$ cat src/rtl/sslp_pkg.sv
package sslp_pkg;

    parameter int SLP_TYPE_W = 3;
    parameter int STATE_W    = 3;

    localparam logic [SLP_TYPE_W-1:0] SLPT_STR    = SLP_TYPE_W'(3);
    localparam logic [SLP_TYPE_W-1:0] SLPT_SOFT_A = SLP_TYPE_W'(4);
    localparam logic [SLP_TYPE_W-1:0] SLPT_SOFT_B = SLP_TYPE_W'(5);

    typedef enum logic [STATE_W-1:0] {
        ST_ON   = 3'd0,
        ST_IDLE = 3'd1,
        ST_STR  = 3'd2,
        ST_SOFT = 3'd3,
        ST_MOFF = 3'd4
    } sys_state_e;

    typedef enum logic [1:0] {
        SLP_NONE = 2'd0,
        SLP_STR  = 2'd1,
        SLP_SOFT = 2'd2,
        SLP_BAD  = 2'd3
    } slp_req_e;

    typedef struct packed {
        logic     pgood;
        logic     pbo;
        slp_req_e slp;
        logic     idle;
        logic     wake;
    } trig_s;

    typedef struct packed {
        logic core;
        logic mem_sr;
        logic resume;
    } rails_s;

    function automatic slp_req_e decode_slp(input logic en,
                                            input logic [SLP_TYPE_W-1:0] t);
        slp_req_e r;
        if (!en)
            r = SLP_NONE;
        else if (t == SLPT_STR)
            r = SLP_STR;
        else if (t == SLPT_SOFT_A || t == SLPT_SOFT_B)
            r = SLP_SOFT;
        else
            r = SLP_BAD;
        return r;
    endfunction

    function automatic rails_s rails_of(input sys_state_e s);
        rails_s r;
        unique case (s)
            ST_ON, ST_IDLE: r = '{core: 1'b1, mem_sr: 1'b0, resume: 1'b1};
            ST_STR:         r = '{core: 1'b0, mem_sr: 1'b1, resume: 1'b1};
            ST_SOFT:        r = '{core: 1'b0, mem_sr: 1'b0, resume: 1'b1};
            default:        r = '{core: 1'b0, mem_sr: 1'b0, resume: 1'b0};
        endcase
        return r;
    endfunction

    function automatic logic recovers_asleep(input sys_state_e s);
        return (s == ST_STR) || (s == ST_SOFT);
    endfunction

endpackage

$ cat src/rtl/sslp_trigger.sv
module sslp_trigger
    import sslp_pkg::*;
(
    input  logic                  idle_req,
    input  logic                  sleep_en,
    input  logic [SLP_TYPE_W-1:0] sleep_type,
    input  logic                  pb_override,
    input  logic                  wake,
    input  logic                  pwr_good,
    output trig_s                 trig
);
    always_comb begin
        trig.pgood = pwr_good;
        trig.pbo   = pb_override;
        trig.slp   = decode_slp(sleep_en, sleep_type);
        trig.idle  = idle_req;
        trig.wake  = wake;
    end
endmodule

$ cat src/rtl/sslp_next.sv
module sslp_next
    import sslp_pkg::*;
(
    input  sys_state_e cur,
    input  sys_state_e held,
    input  trig_s      trig,
    output sys_state_e nxt,
    output logic       boot_nxt
);
    always_comb begin
        nxt = cur;
        if (cur == ST_MOFF) begin
            if (trig.pgood)
                nxt = recovers_asleep(held) ? ST_SOFT : ST_ON;
        end else if (!trig.pgood) begin
            nxt = ST_MOFF;
        end else begin
            unique case (cur)
                ST_ON: begin
                    if (trig.pbo)
                        nxt = ST_SOFT;
                    else if (trig.slp == SLP_STR)
                        nxt = ST_STR;
                    else if (trig.slp == SLP_SOFT)
                        nxt = ST_SOFT;
                    else if (trig.slp == SLP_BAD)
                        nxt = ST_ON;
                    else if (trig.idle)
                        nxt = ST_IDLE;
                end
                ST_IDLE, ST_STR: begin
                    if (trig.pbo)
                        nxt = ST_SOFT;
                    else if (trig.wake)
                        nxt = ST_ON;
                end
                ST_SOFT: begin
                    if (trig.wake)
                        nxt = ST_ON;
                end
                default: nxt = ST_ON;
            endcase
        end
        boot_nxt = (cur == ST_SOFT) && (nxt == ST_ON);
    end
endmodule

$ cat src/rtl/sslp_regs.sv
module sslp_regs
    import sslp_pkg::*;
(
    input  logic       clk,
    input  logic       rst,
    input  sys_state_e nxt,
    input  logic       boot_nxt,
    input  logic       pgood,
    output sys_state_e cur,
    output sys_state_e held,
    output logic       boot
);
    always_ff @(posedge clk) begin
        if (rst) begin
            cur  <= ST_ON;
            held <= ST_ON;
            boot <= 1'b0;
        end else begin
            cur  <= nxt;
            boot <= boot_nxt;
            if (pgood && cur != ST_MOFF)
                held <= nxt;
        end
    end
endmodule

$ cat src/rtl/sslp_rails.sv
module sslp_rails
    import sslp_pkg::*;
#(
    parameter bit REG_RAILS = 1'b1
)(
    input  logic       clk,
    input  logic       rst,
    input  sys_state_e cur,
    input  sys_state_e nxt,
    output rails_s     rails
);
    generate
        if (REG_RAILS) begin : g_reg
            rails_s rails_q;
            always_ff @(posedge clk) begin
                if (rst)
                    rails_q <= rails_of(ST_ON);
                else
                    rails_q <= rails_of(nxt);
            end
            assign rails = rails_q;
        end else begin : g_comb
            sys_state_e unused_nxt;
            logic       unused_ck;
            assign unused_nxt = nxt;
            assign unused_ck  = clk ^ rst;
            assign rails      = rails_of(cur);
        end
    endgenerate
endmodule

$ cat src/rtl/sslp_ctrl.sv
module sslp_ctrl
    import sslp_pkg::*;
#(
    parameter bit REG_RAILS = 1'b1
)(
    input  logic                  clk,
    input  logic                  rst,
    input  logic                  idle_req,
    input  logic                  sleep_en,
    input  logic [SLP_TYPE_W-1:0] sleep_type,
    input  logic                  pb_override,
    input  logic                  wake,
    input  logic                  pwr_good,
    output logic [STATE_W-1:0]    state_code,
    output logic                  core_en,
    output logic                  mem_sr_en,
    output logic                  resume_en,
    output logic                  full_boot
);
    trig_s      trig;
    sys_state_e cur;
    sys_state_e held;
    sys_state_e nxt;
    logic       boot_nxt;
    rails_s     rails;

    sslp_trigger u_trig (
        .idle_req    (idle_req),
        .sleep_en    (sleep_en),
        .sleep_type  (sleep_type),
        .pb_override (pb_override),
        .wake        (wake),
        .pwr_good    (pwr_good),
        .trig        (trig)
    );

    sslp_next u_next (
        .cur      (cur),
        .held     (held),
        .trig     (trig),
        .nxt      (nxt),
        .boot_nxt (boot_nxt)
    );

    sslp_regs u_regs (
        .clk      (clk),
        .rst      (rst),
        .nxt      (nxt),
        .boot_nxt (boot_nxt),
        .pgood    (trig.pgood),
        .cur      (cur),
        .held     (held),
        .boot     (full_boot)
    );

    sslp_rails #(.REG_RAILS(REG_RAILS)) u_rails (
        .clk   (clk),
        .rst   (rst),
        .cur   (cur),
        .nxt   (nxt),
        .rails (rails)
    );

    assign state_code = cur;
    assign core_en    = rails.core;
    assign mem_sr_en  = rails.mem_sr;
    assign resume_en  = rails.resume;
endmodule

$ cat config.mk
export PLATFORM = sky130hd
export DESIGN_NAME = sslp_ctrl
export DESIGN_NICKNAME = d
export VERILOG_FILES = /design/src/rtl/sslp_pkg.sv /design/src/rtl/sslp_trigger.sv /design/src/rtl/sslp_next.sv /design/src/rtl/sslp_regs.sv /design/src/rtl/sslp_rails.sv /design/src/rtl/sslp_ctrl.sv
export SDC_FILE = /design/constraint.sdc
export NUM_CORES = 1
export LEC_CHECK = 0
export BUFFER_PORTS_ARGS = -buffer_cell sky130_fd_sc_hd__clkbuf_2
export CORE_AREA = 2 2 42 44
export DETAILED_ROUTE_END_ITERATION = 6
export DIE_AREA = 0 0 44 46
export GPL_ROUTABILITY_DRIVEN = 0
export GPL_TIMING_DRIVEN = 1
export PLACE_DENSITY = 0.59
export SLEW_MARGIN = 15
export SYNTH_ARGS = -nofsm -noshare
export SYNTH_HDL_FRONTEND = slang
export SYNTH_SLANG_ARGS = --single-unit
$ cat constraint.sdc
create_clock -name clk -period 2.3 [get_ports clk]
set_input_delay 0.115 -clock clk [delete_from_list [all_inputs] [get_ports clk]]
set_output_delay 0.115 -clock clk [all_outputs]
set_load 0.03 [all_outputs]
==> out/qor.csv, run 1 <==
stage,metric,value,unit
yosys,"flops & latches, synth",9,
yosys,average size of a mapped cell,9.03,um^2
clock_tree,CTS Sinks,9,
yosys,Synth Area in Compound Gates,0.201,
routing,"antenna viol nets, final",0,
routing,DR vias,368,
routing,drt pass-1 iters,2,
yosys,sequential-to-total area share from yosys stat,0.475,
cells_and_area,# diodes,0,
worst_hold_path,Hold Path Cell Cnt,2,
cells_and_area,nets@finish,73,
critical_path,Worst Path Arrival,1.71,ns
timing,f_max,639,MHz
floorplanning,FP Rows,15,
clock_tree,Hold Buf Count CTS,0,
yosys,Synth Instances,42,
floorplanning,die height,46,um
floorplanning,Die Span X,44,um
routing,1st-iter DRT viols,6,
yosys,post-synthesis adder-cell area fraction,0,
yosys,Simple-Gate Fraction of Synth Area,0.284,
clock_tree,Post-CTS Setup Bufs,0,
yosys,cell taking the most area after synthesis,dfxtp_1,
timing,RSZ-0062 raised after global routing,no,
worst_hold_path,Hold EP,u_regs.cur[0]$_SDFF_PP0_,
critical_path,FF-to-FF setup slack,0.73,ns
floorplanning,total I/O pin count,17,
power,leak pwr,0.228,nW
flow_run,max cap viols,0,
yosys,synthesized net count,52,
place,DPL Wire Length,647,um
cells_and_area,final core utilization,0.314,
worst_hold_path,Tightest Hold Check Type,input pin to flip-flop,
timing,Slew @ Worst Pin,0.573,ns
cells_and_area,fill cell count,176,
global_route,grt ovf,0,
yosys,largest family of logic cells by synthesized area,simple AND/OR/NAND/NOR gates,
global_route,vias in the first global route,342,
clock_tree,Worst-Skew Late Latency,0.26,ns
timing,"Setup violations, final",0,
power,total design power,0.348,mW
clock_tree,Root Driver,clkbuf_4,
timing,setup_tns,0,ns
global_route,initial antenna violation count,0,
floorplanning,Die Footprint,2020,um^2
global_route,pin count of the biggest net entering global routing,9,
floorplanning,core area,1610,um^2
yosys,Synth cell types,22,
cells_and_area,post-route insts no fill,79,
critical_path,CP Capture Type,flip-flop,
critical_path,FF-to-FF End,u_rails.rails[2]$_SDFF_PP1_,
clock_tree,clock transition at the registers of the reported paths,0.06,ns
yosys,post-synthesis mux area share,0,
clock_tree,CTS resizes,0,
floorplanning,initial core utilization,0.235,
cells_and_area,FF/Latch Area,180,um^2
worst_hold_path,hold path startpoint,rst,
cells_and_area,multi-input logic area,184,um^2
timing,Worst slew margin,0.618,
clock_tree,Num CTS Buffers,3,
critical_path,required time of the critical path,2.45,ns
timing,Hold Fails Final Rpt,0,
place,Buffers on Ports,16,
cells_and_area,share of post-route cells with drive strength above 1,0.339,
place,Post-Place Cells,75,
timing,Pins Over Slew Limit,0,
critical_path,R2R depth,4,
yosys,Area contributors post-synth,"dfxtp_1 48%, nor3b_1 5.9%, inv_1 4.0%",
critical_path,reg-to-reg startpoint,u_regs.cur[2]$_SDFF_PP0_,
routing,drt total wl,830,um
global_route,Global Route Usage Sum,0.101,
critical_path,Startpoint Class,flip-flop,
routing,via density per instance,4.66,
clock_tree,htree depth,1,
yosys,XOR/XNOR Fraction of Synth Area,0,
critical_path,WS Path Type,flip-flop to flip-flop,
cells_and_area,Area growth syn-to-layout,33.7,%
timing,Clock Skews,0.000858,ns
routing,Avg WL per Cell,10.5,um
critical_path,crit-path max FO,6,
power,Peak VDD IR,0.246,mV
clock_tree,CTS tree,done,
power,Power Density,686,nW/um^2
timing,Final Cycle Share,0.681,
yosys,share of the synthesized area in the top cell type,0.475,
routing,DR DRC count,0,
yosys,yosys warns,0,
status,outcome,"complete, no violations",
yosys,mapped cell area,379,um^2
timing,fin crit period,1.57,ns
global_route,first-pass GRT wire length,1420,um
clock_tree,CTS Buffer Depth,2,
==> where the power goes <==
| part | internal [mW] | leakage [nW] | switching [mW] | total [mW] |
|---|---|---|---|---|
| sequential | 0.164 | 0.0739 | 0.00655 | 0.171 |
| combinational | 0.0231 | 0.139 | 0.0348 | 0.0578 |
| clock | 0.0667 | 0.0150 | 0.0527 | 0.119 |
==> sequential cells by signal (all words and copies together) (netlist names) <==
signal and count:
u_rails.rails 3, u_regs.boot 1, u_regs.cur 3, u_regs.held 2
==> worst max path at each step <==
stage                             start                           to  slack, ns  depth (start not counted)
6_report       u_regs.cur[2]$_SDFF_PP0_  u_rails.rails[2]$_SDFF_PP1_       0.73                          4
3_5_place_dp   u_regs.cur[2]$_SDFF_PP0_  u_rails.rails[2]$_SDFF_PP1_       0.75                          4
4_1_cts        u_regs.cur[2]$_SDFF_PP0_  u_rails.rails[2]$_SDFF_PP1_       0.73                          4
3_3_place_gp   u_regs.cur[2]$_SDFF_PP0_  u_rails.rails[2]$_SDFF_PP1_       0.78                          4
5_1_grt        u_regs.cur[1]$_SDFF_PP0_  u_regs.held[1]$_SDFFE_PP0P_       0.67                          4
2_1_floorplan  u_regs.cur[2]$_SDFF_PP0_  u_rails.rails[2]$_SDFF_PP1_       0.61                          4
==> cell usage after synthesis, drive strengths merged <==
library cell / instances
dfxtp: 9
inv: 4
nand2: 3
nor2: 3
nor3b: 3
a21oi: 2
nand2b: 2
o21ai: 2
or3: 2
a21o: 1
a221oi: 1
a311oi: 1
and2: 1
nand3: 1
nor4: 1
o211ai: 1
o22ai: 1
o31a: 1
o41ai: 1
or2: 1
or3b: 1
==> logic make-up (layout without fill, tap and decap cells) <==
group / after synthesis / after routing
compound gates: 11 / 11
flops: 9 / 9
buf+inv: 4 / 24
simple gates: 18 / 18
==> placed cells by master (no fill, tap or decap) <==
cell type / netlist / layout
nand2_1: 3 / 3
nor3b_1: 3 / 3
o41ai_1: 1 / 1
a221oi_1: 1 / 1
nand3_1: 1 / 1
or3b_1: 1 / 1
inv_1: 4 / 4
nor4_1: 1 / 1
a21oi_1: 2 / 2
o21ai_0: 2 / 2
or2_2: 1 / 1
clkbuf_2: 0 / 16
o31a_1: 1 / 1
or3_1: 1 / 1
o211ai_1: 1 / 1
and2_1: 1 / 1
o22ai_1: 1 / 1
or3_4: 1 / 1
nor2_1: 3 / 3
nand2b_1: 2 / 2
a21o_1: 1 / 1
dfxtp_1: 9 / 9
a311oi_1: 1 / 1
clkbuf_4: 0 / 3
clkbuf_1: 0 / 1
==> layer usage <==
layer | wire length [um] | up-vias | track usage | part of all wire
met3 | 76 | 0 | 0.0595 | 0.092
met5 | 0 | - | 0 | 0
met2 | 332 | 18 | 0.153 | 0.40
met4 | 0 | 0 | 0.0545 | 0
met1 | 421 | 159 | 0.111 | 0.51
li1 | - | 191 | - | -
==> through the flow <==
step	setup WS, ns	cell area, um^2	hold WS, ns
finish	0.734	507	0.0985
detailed placement	0.747	480	0.374
floorplan	0.612	379	0.184
global placement	0.782	480	0.379
global route	0.666	507	0.121
CTS	0.733	507	0.0929
==> critical path: stages (launching register included) <==
cell,delay [ns]
dfxtp_1,0.40
or3b_1,0.40
or3_4,0.39
a21o_1,0.18
o31a_1,0.09
==> layout make-up <==
type | instances | share of cell area
multi-input combinational | 29 | 0.363
inverter | 4 | 0.0296
sequential | 9 | 0.356
timing repair buffer | 16 | 0.158
clock buffer | 4 | 0.0519
tap | 17 | 0.0420
No activity file was read; power rests on OpenSTA's default activity.
==> run 2, diff against run 1 <==
ABC_AREA = 1   (was default)
CORE_AREA = 2 2 41 53   (was 2 2 42 44)
DIE_AREA = 0 0 43 55   (was 0 0 44 46)
PLACE_DENSITY = 0.58   (was 0.59)
clock period = 1.3 ns   (was 2.3 ns; I/O delays follow)
==> run 2 against run 1 <==
Compared with the run above:
- final cell count rose by 30%
- cell area is 12% higher
- core utilization decreased by 1.4 points
- sequential cell count unchanged
- first-iteration DRC count fell by 83%
- clock-buffer cell count unchanged
- non-clock buffer count is the same
- critical path depth increased by 5
- synthesized area is 18% higher
- sequential share of layout area decreased by 3.3 points
- register-to-register slack got worse by 0.57 ns
- setup slack got worse by 0.57 ns
- critical endpoint is now u_regs.cur[0]$_SDFF_PP0_
- largest power group unchanged
==> out/qor.csv, run 2 <==
stage,metric,value,unit,change
status,outcome,"complete, no violations",,
timing,Hold Fails Final Rpt,0,,unchanged
critical_path,Worst Path Arrival,1.28,ns,-0.43 ns
global_route,Global Route Usage Sum,0.0928,,-0.00847
critical_path,crit-path max FO,6,,unchanged
floorplanning,core area,1890,um^2,+17%
timing,fin crit period,1.14,ns,-0.427 ns
yosys,Area contributors post-synth,"dfxtp_1 40%, nand2_1 16%, inv_1 9.2%",,
yosys,synthesized net count,75,,+44%
critical_path,CP Cell Sequence,nand2_1 > nand2_1 > nand2_1 > nand2_1 > inv_2 > a21oi_4 > inv_1 > nand2_1 > a21oi_1,,
clock_tree,Post-CTS Setup Bufs,0,,unchanged
worst_hold_path,Hold Path Cell Cnt,2,,unchanged
yosys,Post-synth top cells,"19 x nand2_1, 11 x inv_1, 9 x dfxtp_1",,
floorplanning,die height,55,um,+20%
yosys,cell taking the most area after synthesis,dfxtp_1,,
routing,drt pass-1 iters,2,,unchanged
routing,drt total wl,934,um,+13%
clock_tree,CTS Buffer Depth,2,,unchanged
yosys,sequential-to-total area share from yosys stat,0.402,,-0.0730
clock_tree,htree depth,1,,unchanged
cells_and_area,# diodes,0,,unchanged
timing,Worst slew margin,0.808,,+0.190
floorplanning,total I/O pin count,17,,unchanged
clock_tree,Hold Buf Count CTS,0,,unchanged
timing,final worst setup slack,0.161,ns,-0.573 ns
critical_path,"slowest stage cell, crit path",dfxtp_2,,
timing,Clock Skews,0.00220,ns,+0.00135 ns
critical_path,WS Path Type,flip-flop to flip-flop,,
cells_and_area,most frequent cells in the layout,"19 x nand2_1, 16 x clkbuf_2, 11 x inv_1",,
yosys,"flops & latches, synth",9,,unchanged
clock_tree,Num CTS Buffers,3,,unchanged
global_route,initial antenna violation count,0,,unchanged
timing,hold slack final,0.0582,ns,-0.0402 ns
cells_and_area,FF/Latch Area,183,um^2,+1.4%
timing,setup_tns,0,ns,unchanged
floorplanning,Die Span X,43,um,-2.3%
place,DPL Wire Length,739,um,+14%
timing,Final Cycle Share,0.876,,+0.195
critical_path,reg-to-reg startpoint,u_regs.cur[1]$_SDFF_PP0_,,
place,Post-Place Cells,99,,+32%
power,total design power,0.658,mW,+89%
timing,Slew @ Worst Pin,0.286,ns,-0.287 ns
place,placed cell area,536,um^2,+11%
clock_tree,clock transition at the registers of the reported paths,0.06,ns,about the same
cells_and_area,post-route insts no fill,103,,+30%
critical_path,FF-to-FF End,u_regs.cur[0]$_SDFF_PP0_,,
cells_and_area,multi-input logic area,208,um^2,+13%
power,Power Density,1160,nW/um^2,+69%
critical_path,FF-to-FF setup slack,0.16,ns,-0.57 ns
routing,"antenna viol nets, final",0,,unchanged
routing,Avg WL per Cell,9.07,um,-14%
cells_and_area,final core utilization,0.300,,-0.0143
yosys,Async SR Flop Fraction,0,,unchanged
routing,via density per instance,4.31,,-7.5%
yosys,average size of a mapped cell,6.89,um^2,-24%
yosys,mapped cell area,448,um^2,+18%
timing,f_max,878,MHz,+37%
critical_path,Worst Path Buf+Inv,2,,+2
critical_path,CP Capture Type,flip-flop,,
clock_tree,Worst-Skew Late Latency,0.26,ns,about the same
global_route,pin count of the biggest net entering global routing,10,,+1
clock_tree,CTS Sinks,9,,unchanged
routing,DR vias,444,,+21%
global_route,vias in the first global route,419,,+23%
cells_and_area,"commonest non-fill, non-tap cell in the layout",nand2_1,,
cells_and_area,nets@finish,94,,+29%
worst_hold_path,hold path startpoint,rst,,
critical_path,CP peak stage delay,0.39,ns,about the same
worst_hold_path,Tightest Hold Check Type,input pin to flip-flop,,
power,leak pwr,0.302,nW,+33%
clock_tree,CTS tree,done,,
timing,Pins Over Slew Limit,0,,unchanged
global_route,grt ovf,0,,unchanged
worst_hold_path,Hold EP,u_regs.cur[0]$_SDFF_PP0_,,
floorplanning,Die Footprint,2370,um^2,+17%
yosys,"Primary FF master, synth",dfxtp_1,,
timing,"Setup violations, final",0,,unchanged
yosys,number of synthesized flops with an enable pin,0,,unchanged
routing,1st-iter DRT viols,1,,-5
critical_path,CP top delay family,flip-flops,,
place,"worst slack, placed",0.0929,ns,-0.654 ns
routing,DR DRC count,0,,unchanged
critical_path,required time of the critical path,1.44,ns,-1.01 ns
clock_tree,CTS resizes,0,,unchanged
critical_path,Startpoint Class,flip-flop,,
critical_path,Crit path top cell by count,nand2_1,,
yosys,Synth cell types,18,,-18%
yosys,Synth Instances,65,,+55%
power,Peak VDD IR,0.476,mV,+93%
critical_path,R2R depth,9,,+5
place,Buffers on Ports,16,,unchanged
yosys,"count leader, synth",nand2_1,,
floorplanning,FP Rows,18,,+3
global_route,first-pass GRT wire length,1620,um,+14%
clock_tree,Root Driver,clkbuf_4,,
cells_and_area,fill cell count,226,,+28%
yosys,share of the synthesized area in the top cell type,0.402,,-0.0730
cells_and_area,final instance area,567,um^2,+12%
cells_and_area,share of post-route cells with drive strength above 1,0.301,,-0.0375
yosys,yosys warns,0,,unchanged
floorplanning,initial core utilization,0.237,,+0.00189
cells_and_area,Area growth syn-to-layout,26.5,%,
flow_run,max cap viols,0,,unchanged
-- run 2: routing by layer --
layer	GRT usage	part of all wire
met1	0.105	0.42
met2	0.149	0.47
met3	0.0227	0.074
met4	0.0758	0.029
met5	0	0
-- run 2: final cells by class --
| type | instances | area share |
|---|---|---|
| clock buffer | 4 | 0.0464 |
| inverter | 12 | 0.0795 |
| multi-input combinational | 42 | 0.366 |
| sequential | 9 | 0.322 |
| tap | 20 | 0.0442 |
| timing repair buffer | 16 | 0.141 |
-- run 2: power by group --
part / switching (mW) / total, mW / internal, mW
Sequential: 0.0130 / 0.305 / 0.292
Clock: 0.0972 / 0.215 / 0.118
Combinational: 0.0876 / 0.138 / 0.0503
-- run 2: how the worst max path moves through the flow --
stage / start / endpoint / slack, ns / depth (start not counted)
2_1_floorplan: u_regs.cur[1]$_SDFF_PP0_ / u_regs.cur[0]$_SDFF_PP0_ / 0.01 / 9
3_3_place_gp: u_regs.cur[1]$_SDFF_PP0_ / u_regs.boot$_SDFF_PP0_ / 0.09 / 8
3_5_place_dp: u_regs.cur[1]$_SDFF_PP0_ / u_regs.cur[0]$_SDFF_PP0_ / 0.09 / 9
4_1_cts: u_regs.cur[1]$_SDFF_PP0_ / u_regs.cur[0]$_SDFF_PP0_ / 0.07 / 9
5_1_grt: u_regs.cur[1]$_SDFF_PP0_ / u_rails.rails[1]$_SDFF_PP0_ / -0.01 / 8
6_report: u_regs.cur[1]$_SDFF_PP0_ / u_regs.cur[0]$_SDFF_PP0_ / 0.16 / 9
-- run 2: cell families after synthesis --
kind of cell | Yosys count | share of synthesized area
DFF | 9 | 0.402
and+or+nand+nor | 33 | 0.318
buffers and inverters | 14 | 0.140
AOI/OAI and AO/OA | 9 | 0.140
==> run 3, diff against run 2 <==
BUFFER_PORTS_ARGS = -buffer_cell sky130_fd_sc_hd__buf_2   (was -buffer_cell sky130_fd_sc_hd__clkbuf_2)
==> run 3 against run 2 <==
Compared with the run above:
- non-clock buffer count unchanged
- highest routed layer is now met3
- sequential share of layout area unchanged
- largest cell class unchanged
- global-route usage fell by 0.66 points
- final cell count did not move
==> out/qor.csv, run 3 (same netlist as run 2, synthesis figures left out) <==
stage,metric,value,unit,change
critical_path,FF-to-FF End,u_rails.rails[2]$_SDFF_PP1_,,
clock_tree,Num CTS Buffers,3,,unchanged
cells_and_area,multi-input logic area,208,um^2,unchanged
clock_tree,Worst-Skew Late Latency,0.25,ns,about the same
power,Switching Power,0.183,mW,-7.3%
floorplanning,initial core utilization,0.237,,unchanged
clock_tree,clock transition at the registers of the reported paths,0.05,ns,about the same
power,Power Density,1140,nW/um^2,-2.3%
routing,via density per instance,4.31,,unchanged
place,Post-Place Cells,99,,unchanged
floorplanning,FP Rows,18,,unchanged
place,placed cell area,536,um^2,unchanged
routing,Highest Signal Layer,met3,,
clock_tree,Post-CTS Setup Bufs,0,,unchanged
cells_and_area,nets@finish,94,,unchanged
timing,f_max,876,MHz,-0.22%
clock_tree,htree depth,1,,unchanged
flow_run,max cap viols,0,,unchanged
global_route,initial antenna violation count,0,,unchanged
power,switching share of power,0.285,,-0.0157
worst_hold_path,hold path startpoint,rst,,
routing,drt pass-1 iters,4,,+2
clock_tree,Root Driver,clkbuf_4,,
worst_hold_path,Hold Path Cell Cnt,2,,unchanged
power,Pint,0.460,mW,about the same
status,outcome,"complete, no violations",,
timing,fin crit period,1.14,ns,+0.00248 ns
global_route,vias in the first global route,399,,-4.8%
worst_hold_path,Hold EP,u_regs.cur[0]$_SDFF_PP0_,,
place,DPL Wire Length,778,um,+5.3%
critical_path,reg-to-reg startpoint,u_regs.cur[0]$_SDFF_PP0_,,
timing,setup_tns,0,ns,unchanged
critical_path,required time of the critical path,1.44,ns,about the same
timing,"Setup violations, final",0,,unchanged
worst_hold_path,Tightest Hold Check Type,input pin to flip-flop,,
routing,Routed met3 length,68,um,-1.4%
cells_and_area,Area growth syn-to-layout,26.5,%,unchanged
routing,DR DRC count,0,,unchanged
timing,Hold Fails Final Rpt,0,,unchanged
power,leak pwr,0.302,nW,about the same
timing,Slew @ Worst Pin,0.272,ns,-0.0141 ns
clock_tree,CTS Sinks,9,,unchanged
power,Peak VDD IR,0.569,mV,+19%
critical_path,R2R depth,7,,-2
critical_path,FF-to-FF setup slack,0.16,ns,about the same
critical_path,Startpoint Class,flip-flop,,
routing,met2 wire length,467,um,+5.7%
global_route,pin count of the biggest net entering global routing,10,,unchanged
timing,RSZ-0062 raised after global routing,no,,
cells_and_area,FF/Latch Area,183,um^2,unchanged
critical_path,WS Path Type,flip-flop to flip-flop,,
timing,Final Cycle Share,0.878,,+0.00191
global_route,grt ovf,0,,unchanged
global_route,first-pass GRT wire length,1520,um,-6.4%
floorplanning,die height,55,um,unchanged
floorplanning,core area,1890,um^2,unchanged
floorplanning,Die Span X,43,um,unchanged
cells_and_area,# diodes,0,,unchanged
power,Seq pwr share,0.474,,+0.011
critical_path,crit-path max FO,6,,unchanged
routing,met1 WL,401,um,+1.5%
timing,Clock Skews,0.00141,ns,-0.000794 ns
place,Buffers on Ports,16,,unchanged
timing,final worst setup slack,0.158,ns,-0.00248 ns
place,"worst slack, placed",0.0921,ns,-0.000766 ns
clock_tree,CTS tree,done,,
cells_and_area,most frequent cells in the layout,"19 x nand2_1, 16 x buf_2, 11 x inv_1",,
timing,Worst slew margin,0.817,,+0.00945
routing,"antenna viol nets, final",0,,unchanged
critical_path,Worst Path Arrival,1.28,ns,about the same
floorplanning,total I/O pin count,17,,unchanged
timing,Pins Over Slew Limit,0,,unchanged
routing,1st-iter DRT viols,4,,+3
routing,Avg WL per Cell,9.10,um,+0.32%
clock_tree,CTS Buffer Depth,2,,unchanged
cells_and_area,"commonest non-fill, non-tap cell in the layout",nand2_1,,
power,combinational share of power,0.217,,+0.007
cells_and_area,share of post-route cells with drive strength above 1,0.301,,unchanged
floorplanning,Die Footprint,2370,um^2,unchanged
critical_path,CP Capture Type,flip-flop,,
cells_and_area,final instance area,567,um^2,unchanged
cells_and_area,fill cell count,224,,-0.88%
cells_and_area,post-route insts no fill,103,,unchanged
routing,drt total wl,937,um,+0.32%
routing,DR vias,444,,unchanged
power,clock power share,0.309,,-0.018
global_route,Global Route Usage Sum,0.0862,,-0.00664
[run 3: metrics by stage]
step                       util  power (mW)  hold slack, ns
final                     0.300       0.643          0.0567
after global routing      0.300       0.700          0.0555
after CTS                 0.297       0.655          0.0516
after detailed placement  0.283       0.449           0.322
after global placement    0.283       0.446           0.326
after floorplan               -       0.411           0.289
[run 3: critical path, cell delays in order (launching register included)]
cell and delay, ns:
dfxtp_2 0.35, nor2_2 0.15, nand2_1 0.08, o21bai_1 0.15, nand2_1 0.09, nand2_1 0.09
nand3_1 0.08, nand2_1 0.05
[run 3: what timing repair did]
| action | in CTS | in global routing |
|---|---|---|
| setup endpoints to repair | 0 | 5 |
| resized for setup | 0 | 3 |
| hold buffers | 0 | 0 |
[run 3: final cells by class]
cell class	instances	share of cell area
Inverter	12	0.0795
Tap cell	20	0.0442
Timing Repair Buffer	16	0.141
Multi-Input combinational cell	42	0.366
Sequential cell	9	0.322
Clock buffer	4	0.0464
[run 3: worst max-delay path by stage]
stage                                   from  depth (start not counted)  slack [ns]                           to
floorplan           u_regs.cur[1]$_SDFF_PP0_                          9        0.01     u_regs.cur[0]$_SDFF_PP0_
global placement    u_regs.cur[0]$_SDFF_PP0_                          7        0.09  u_rails.rails[2]$_SDFF_PP1_
detailed placement  u_regs.cur[1]$_SDFF_PP0_                          9        0.09     u_regs.cur[0]$_SDFF_PP0_
CTS                 u_regs.cur[1]$_SDFF_PP0_                          8        0.08       u_regs.boot$_SDFF_PP0_
global route        u_regs.cur[1]$_SDFF_PP0_                          9        0.03     u_regs.cur[0]$_SDFF_PP0_
finish              u_regs.cur[0]$_SDFF_PP0_                          7        0.16  u_rails.rails[2]$_SDFF_PP1_
[run 3: power groups by stage]
stage | Sequential, mW | Clock, mW | Combinational (mW)
finish | 0.305 | 0.199 | 0.140
global route | 0.307 | 0.234 | 0.158
CTS | 0.304 | 0.211 | 0.140
detailed placement | 0.309 | 0 | 0.139
global placement | 0.309 | 0 | 0.138
floorplan | 0.331 | 0 | 0.0800
[run 3: layer usage]
metal  up-vias  track usage
met4         0       0.0303
met5         -            0
met2        14        0.157
li1        240            -
met1       190       0.0906
met3         0       0.0357
